### src/rtl/sic_pkg.sv
package sic_pkg;
  // Register indices (byte address >> 2)
  localparam int unsigned IDX_STAT    = 0;
  localparam int unsigned IDX_RAW     = 1;
  localparam int unsigned IDX_EN      = 2;
  localparam int unsigned IDX_ENCLR   = 3;
  localparam int unsigned IDX_SOFT    = 4;
  localparam int unsigned IDX_SOFTCLR = 5;
  localparam int unsigned IDX_PT      = 8;
  localparam int unsigned IDX_PTCLR   = 9;
endpackage

### src/rtl/sic_regs.sv
module sic_regs
  import sic_pkg::*;
#(
  parameter int NUM_LINES = 32,
  parameter int ADDR_W    = 12,
  parameter logic [NUM_LINES-1:0] PT_MASK = 32'h7FE0_0000
) (
  input  logic                 clk,
  input  logic                 rst,
  input  logic [NUM_LINES-1:0] irq_in,
  input  logic                 sel,
  input  logic                 wr,
  input  logic [ADDR_W-1:0]    addr,
  input  logic [NUM_LINES-1:0] wdata,
  output logic [NUM_LINES-1:0] rdata,
  output logic [NUM_LINES-1:0] level_q,
  output logic [NUM_LINES-1:0] mask_q,
  output logic [NUM_LINES-1:0] pten_q,
  output logic [NUM_LINES-1:0] mask_d,
  output logic [NUM_LINES-1:0] pten_d
);
  localparam int IDX_W = ADDR_W - 2;

  logic [IDX_W-1:0] idx;
  logic             unused_lsb;
  logic             wen;

  assign idx        = addr[ADDR_W-1:2];
  assign unused_lsb = ^addr[1:0];
  assign wen        = sel && wr;

  always_comb begin
    mask_d = mask_q;
    pten_d = pten_q;
    if (wen) begin
      if (idx == IDX_W'(IDX_EN))      mask_d = mask_q | wdata;
      if (idx == IDX_W'(IDX_ENCLR))   mask_d = mask_q & ~wdata;
      if (idx == IDX_W'(IDX_SOFT) && (|wdata))    mask_d[0] = 1'b1;
      if (idx == IDX_W'(IDX_SOFTCLR) && (|wdata)) mask_d[0] = 1'b0;
      if (idx == IDX_W'(IDX_PT))      pten_d = pten_q | (wdata & PT_MASK);
      if (idx == IDX_W'(IDX_PTCLR))   pten_d = pten_q & ~wdata;
    end
  end

  always_ff @(posedge clk) begin
    if (rst) begin
      level_q <= '0;
      mask_q  <= '0;
      pten_q  <= '0;
    end else begin
      level_q <= irq_in;
      mask_q  <= mask_d;
      pten_q  <= pten_d;
    end
  end

  always_comb begin
    rdata = '0;
    if (idx == IDX_W'(IDX_STAT))      rdata = level_q & mask_q;
    else if (idx == IDX_W'(IDX_RAW))  rdata = level_q;
    else if (idx == IDX_W'(IDX_EN))   rdata = mask_q;
    else if (idx == IDX_W'(IDX_SOFT)) rdata = {{(NUM_LINES-1){1'b0}}, level_q[0]};
    else if (idx == IDX_W'(IDX_PT))   rdata = pten_q;
  end


  level_follow_chk: assert property (@(posedge clk) disable iff (rst)
    !$past(rst) |-> level_q == $past(irq_in));

  enset_chk: assert property (@(posedge clk) disable iff (rst)
    (!rst && wen && idx == IDX_W'(IDX_EN)) |=> ((mask_q & $past(wdata)) == $past(wdata)));

  enclr_chk: assert property (@(posedge clk) disable iff (rst)
    (!rst && wen && idx == IDX_W'(IDX_ENCLR)) |=> ((mask_q & $past(wdata)) == '0));

  pt_band_chk: assert property (@(posedge clk) disable iff (rst)
    (pten_q & ~PT_MASK) == '0);

  ptclr_chk: assert property (@(posedge clk) disable iff (rst)
    (!rst && wen && idx == IDX_W'(IDX_PTCLR)) |=> ((pten_q & $past(wdata)) == '0));
endmodule

### src/rtl/sic_route.sv
module sic_route #(
  parameter int NUM_LINES = 32,
  parameter int PT_LO     = 21,
  parameter int PT_HI     = 30,
  parameter int CASC      = 31,
  parameter logic [NUM_LINES-1:0] PT_MASK = 32'h7FE0_0000
) (
  input  logic                 clk,
  input  logic                 rst,
  input  logic [NUM_LINES-1:0] irq_in,
  input  logic [NUM_LINES-1:0] mask_d,
  input  logic [NUM_LINES-1:0] pten_d,
  output logic [NUM_LINES-1:0] irq_out
);
  logic [NUM_LINES-1:0] out_d;
  logic                 unused_pt;

  assign unused_pt = ^(pten_d & ~PT_MASK);

  for (genvar i = 0; i < NUM_LINES; i++) begin : g_line
    if (i == CASC) begin : g_casc
      assign out_d[i] = |(irq_in & mask_d);
    end else if (i >= PT_LO && i <= PT_HI) begin : g_pass
      assign out_d[i] = pten_d[i] & irq_in[i];
    end else begin : g_idle
      assign out_d[i] = 1'b0;
    end
  end

  always_ff @(posedge clk) begin
    if (rst) irq_out <= '0;
    else     irq_out <= out_d;
  end
endmodule

### src/rtl/sec_irq_ctrl.sv
module sec_irq_ctrl #(
  parameter int NUM_LINES = 32,
  parameter int ADDR_W    = 12,
  parameter int PT_LO     = 21,
  parameter int PT_HI     = 30,
  parameter int CASC      = 31
) (
  input  logic                 clk,
  input  logic                 rst,
  input  logic [NUM_LINES-1:0] irq_in,
  input  logic                 psel,
  input  logic                 pwrite,
  input  logic [ADDR_W-1:0]    paddr,
  input  logic [NUM_LINES-1:0] pwdata,
  output logic [NUM_LINES-1:0] prdata,
  output logic [NUM_LINES-1:0] irq_out
);
  localparam int PT_W = PT_HI - PT_LO + 1;
  localparam logic [NUM_LINES-1:0] PT_MASK = {{(NUM_LINES-PT_W){1'b0}}, {PT_W{1'b1}}} << PT_LO;

  logic [NUM_LINES-1:0] level_q, mask_q, pten_q, mask_d, pten_d;

  sic_regs #(.NUM_LINES(NUM_LINES), .ADDR_W(ADDR_W), .PT_MASK(PT_MASK)) u_regs (
    .clk(clk), .rst(rst), .irq_in(irq_in), .sel(psel), .wr(pwrite),
    .addr(paddr), .wdata(pwdata), .rdata(prdata),
    .level_q(level_q), .mask_q(mask_q), .pten_q(pten_q),
    .mask_d(mask_d), .pten_d(pten_d)
  );

  sic_route #(.NUM_LINES(NUM_LINES), .PT_LO(PT_LO), .PT_HI(PT_HI), .CASC(CASC),
              .PT_MASK(PT_MASK)) u_route (
    .clk(clk), .rst(rst), .irq_in(irq_in), .mask_d(mask_d), .pten_d(pten_d),
    .irq_out(irq_out)
  );


  cascade_chk: assert property (@(posedge clk) disable iff (rst)
    irq_out[CASC] == |(level_q & mask_q));

  for (genvar i = PT_LO; i <= PT_HI; i++) begin : g_pt_chk

    pass_follow_chk: assert property (@(posedge clk) disable iff (rst)
      pten_q[i] |-> irq_out[i] == level_q[i]);

    pass_off_chk: assert property (@(posedge clk) disable iff (rst)
      !pten_q[i] |-> !irq_out[i]);
  end
endmodule

### config.mk
export PLATFORM = sky130hd
export DESIGN_NAME = sec_irq_ctrl
export DESIGN_NICKNAME = d
export VERILOG_FILES = /design/src/rtl/sic_pkg.sv /design/src/rtl/sic_regs.sv /design/src/rtl/sic_route.sv /design/src/rtl/sec_irq_ctrl.sv
export SDC_FILE = /design/constraint.sdc
export NUM_CORES = 1
export LEC_CHECK = 0
export BUFFER_PORTS_ARGS = -buffer_cell sky130_fd_sc_hd__buf_2
export CAP_MARGIN = 20
export CORE_MARGIN = 2
export CORE_UTILIZATION = 34
export CTS_CLUSTER_SIZE = 30
export DETAILED_ROUTE_END_ITERATION = 10
export PLACE_DENSITY = 0.65
export REMOVE_ABC_BUFFERS = 1
export SYNTH_ARGS = -nofsm -noshare
export SYNTH_HDL_FRONTEND = slang
export SYNTH_SLANG_ARGS = --single-unit
### constraint.sdc
create_clock -name clk -period 3.35 [get_ports clk]
set_input_delay 0.335 -clock clk [delete_from_list [all_inputs] [get_ports clk]]
set_output_delay 0.335 -clock clk [all_outputs]
set_load 0.01 [all_outputs]
==> results.yml <==
floorplan:
  ios: 144
  die_area_um2: 16200
  die_w_um: 127
  initial_core_util_pct: 34.4
  fp.dieH_um: 127
  core-area_um2: 15000
  fp-row-count: 45
finish:
  fillCellCount: 1551
  nets: 816
  ff_latch_area_um2: 2140
  multi_input_area_um2: 2640
  drive_gt1_share_pct: 25.6
  utilization_pct: 41.4
  synthToLayoutAreaGrowth_pct: 20.2
synthesis:
  synth_seq_area_share_pct: 41.4
  ys_seq_elements: 107
  yosysTopAreaCell: "dfxtp_1"
  yosysWarnings: 0
  synth_cell_type_count: 48
  yosysTopAreaCellShare_pct: 41.4
  netlist_area_um2: 5180
  synth_area_per_cell_um2: 8.21
  postSynthCellCount: 631
  yosys_most_used_dff: "dfxtp_1"
  synth_edf_count: 0
  async_flop_share_pct: 0
  synth_area_leaders: "dfxtp_1, a21oi_1, nor2_1, nor2b_1, nor4_1"
pwr:
  p_leak_uw: 0.00267
  ir_worst_vdd_uv: 239
  p_per_area_nw_per_um2: 419
  totalPowerFinal_uw: 2610
outcome:
  status: "complete, no violations"
placed_design:
  portBuffers: 120
  gp_congestion: 0.809
  dp_hpwl_um: 11100
drt:
  wl_met3_um: 1100
  drc: 0
  drt_iter0_drc: 317
  firstDrtPassIters: 4
  m1WireLength_um: 6820
  top_layer: "met5"
  wl_per_cell_um: 16.4
  num_vias: 4639
  finalWirelength_um: 15300
  vias_per_cell: 4.99
  postRouteAntennaNets: 0
  wl_met2_um: 7260
worst_setup_path:
  worstSetupStartpoint: "paddr[11]"
  start_kind: "input port"
  crit_path_end: "prdata[12]"
  reg2reg_slack_ns: 1.82
  path_class: "input port to primary output"
  r2r_start: "u_regs.mask_q[14]$_SDFF_PP0_"
  cp.required_ns: 3.01
  reg2reg_depth: 5
  cp_max_fo: 28
  crit_arrival_ns: 2.57
  end_kind: "primary output"
  reg2reg_to: "u_route.irq_out[31]$_SDFF_PP0_"
clock_network:
  clk_latency_ns: 0.36
  cts_resized: 0
  clk_path_buf_depth: 2
  htree_levels: 3
  cts_num_sinks: 107
  cts_root_buffer: "clkbuf_16"
  numCtsBuffers: 9
  postCtsHoldBufs: 0
  cts_tree: "built"
  path_clk_slew_ns: 0.07
  post-cts-setup-buffers: 0
grt:
  grt-ovfl-total: 0
  antenna_found_initial: 2
  grt_max_degree: 44
  grt_pass1_wl_um: 24000
  grt_pass1_vias: 4396
  grt_usage_pct: 19.1
hold_path:
  min_path_type: "input port to flip-flop"
  hp-start: "pwdata[20]"
sta:
  maxSlewViolCount: 0
  max_freq_mhz: 345
  hold_violations: 0
  final-setup-viol-count: 0
  max_slew_margin_pct: 60.9
  finalCritPeriodShare_pct: 86.6
  skew_ns: 0.00521
  tightestPinTransition_ns: 0.586
  fin_tns_setup_ns: 0
  min_period_ns: 2.90
  rsz0062_at_grt: "no"
run:
  drv_cap: 0
sequential cells by signal, indices dropped and copies added (netlist names):
register         cells
u_route.irq_out     11
u_regs.mask_q       32
u_regs.pten_q       32
u_regs.level_q      32
per-layer routing:
layer	vias to the layer above	global-route usage, %
met1	2126	25.9
met3	8	4.73
li1	2346	-
met5	-	0
met4	2	4.33
met2	157	30.8
per-stage QoR:
stage | cells | area, um2 | hold WS [ns] | setup slack (ns)
after global routing | 930 | 6220 | 0.174 | 0.345
after global placement | 913 | 5900 | 0.435 | 0.429
after CTS | 929 | 6220 | 0.167 | 0.466
final | 930 | 6220 | 0.181 | 0.449
after detailed placement | 913 | 5900 | 0.437 | 0.376
after floorplan | 582 | 4850 | 0.402 | 0.320
where the power goes:
group          switching, uW  total, uW  internal [uW]
Sequential              4.94       1300           1290
Clock                    473       1120            643
Combinational            128        195           67.8
layout make-up:
cell class                      count  share of cell area (%)
Antenna cell                        1                  0.0402
Multi-Input combinational cell    452                    42.5
Timing Repair Buffer              143                    12.8
Sequential cell                   107                    34.4
Clock buffer                       13                    4.34
Tap cell                          188                    3.78
Inverter                           23                    1.39
Clock inverter                      3                   0.704
Yosys cell counts (9+ instances only):
master and count:
a21oi_1 63, buf_2 9, buf_4 22, clkbuf_1 32, dfxtp_1 107, inv_1 23, mux2_2 11, mux2i_1 16
nand2_1 57, nand2b_1 22, nand4_1 13, nor2_1 65, nor2b_1 38, nor4_1 35, o21ai_0 38, o21ba_2 11
o31a_1 10
critical path: stages:
cell	delay (ns)
buf_2	0.09
or4_4	0.72
or2_1	0.32
a21oi_2	0.28
buf_4	0.26
o21ai_0	0.10
a21oi_1	0.24
buf_2	0.18
how the worst min path moves through the flow:
stage	to	slack, ns	depth (start not counted)
after floorplan	u_regs.level_q[17]$_SDFF_PP0_	0.40	1
after global placement	u_regs.pten_q[10]$_SDFFE_PP0P_	0.44	2
after detailed placement	u_regs.pten_q[12]$_SDFFE_PP0P_	0.44	2
after CTS	u_regs.pten_q[20]$_SDFFE_PP0P_	0.17	2
after global routing	u_regs.pten_q[20]$_SDFFE_PP0P_	0.17	2
final	u_regs.pten_q[20]$_SDFFE_PP0P_	0.18	2
logic make-up (layout without fill, tap and decap cells):
family                 after synthesis  count (layout)  synth area share, %
other                                1              22               0.0724
flip-flops                         107             107                 41.4
AND/OR/NAND/NOR                    258             258                 26.5
multiplexers                        28              28                 5.70
buffers and inverters               92             182                 9.35
AO/OA/AOI/OAI                      145             145                 17.0
placed cells by master (no fill, tap or decap), types with 11 or more instances in the layout:
| cell | instances |
|---|---|
| nand2b_1 | 22 |
| mux2_2 | 11 |
| nand2_1 | 57 |
| inv_1 | 23 |
| nor2b_1 | 38 |
| buf_2 | 120 |
| mux2i_1 | 16 |
| nor4_1 | 34 |
| buf_4 | 21 |
| dfxtp_1 | 107 |
| a21oi_1 | 62 |
| o21ba_2 | 11 |
| conb_1 | 21 |
| nand4_1 | 13 |
| nor2_1 | 65 |
| o21ai_0 | 38 |
Power figures use the tool's default switching activity.
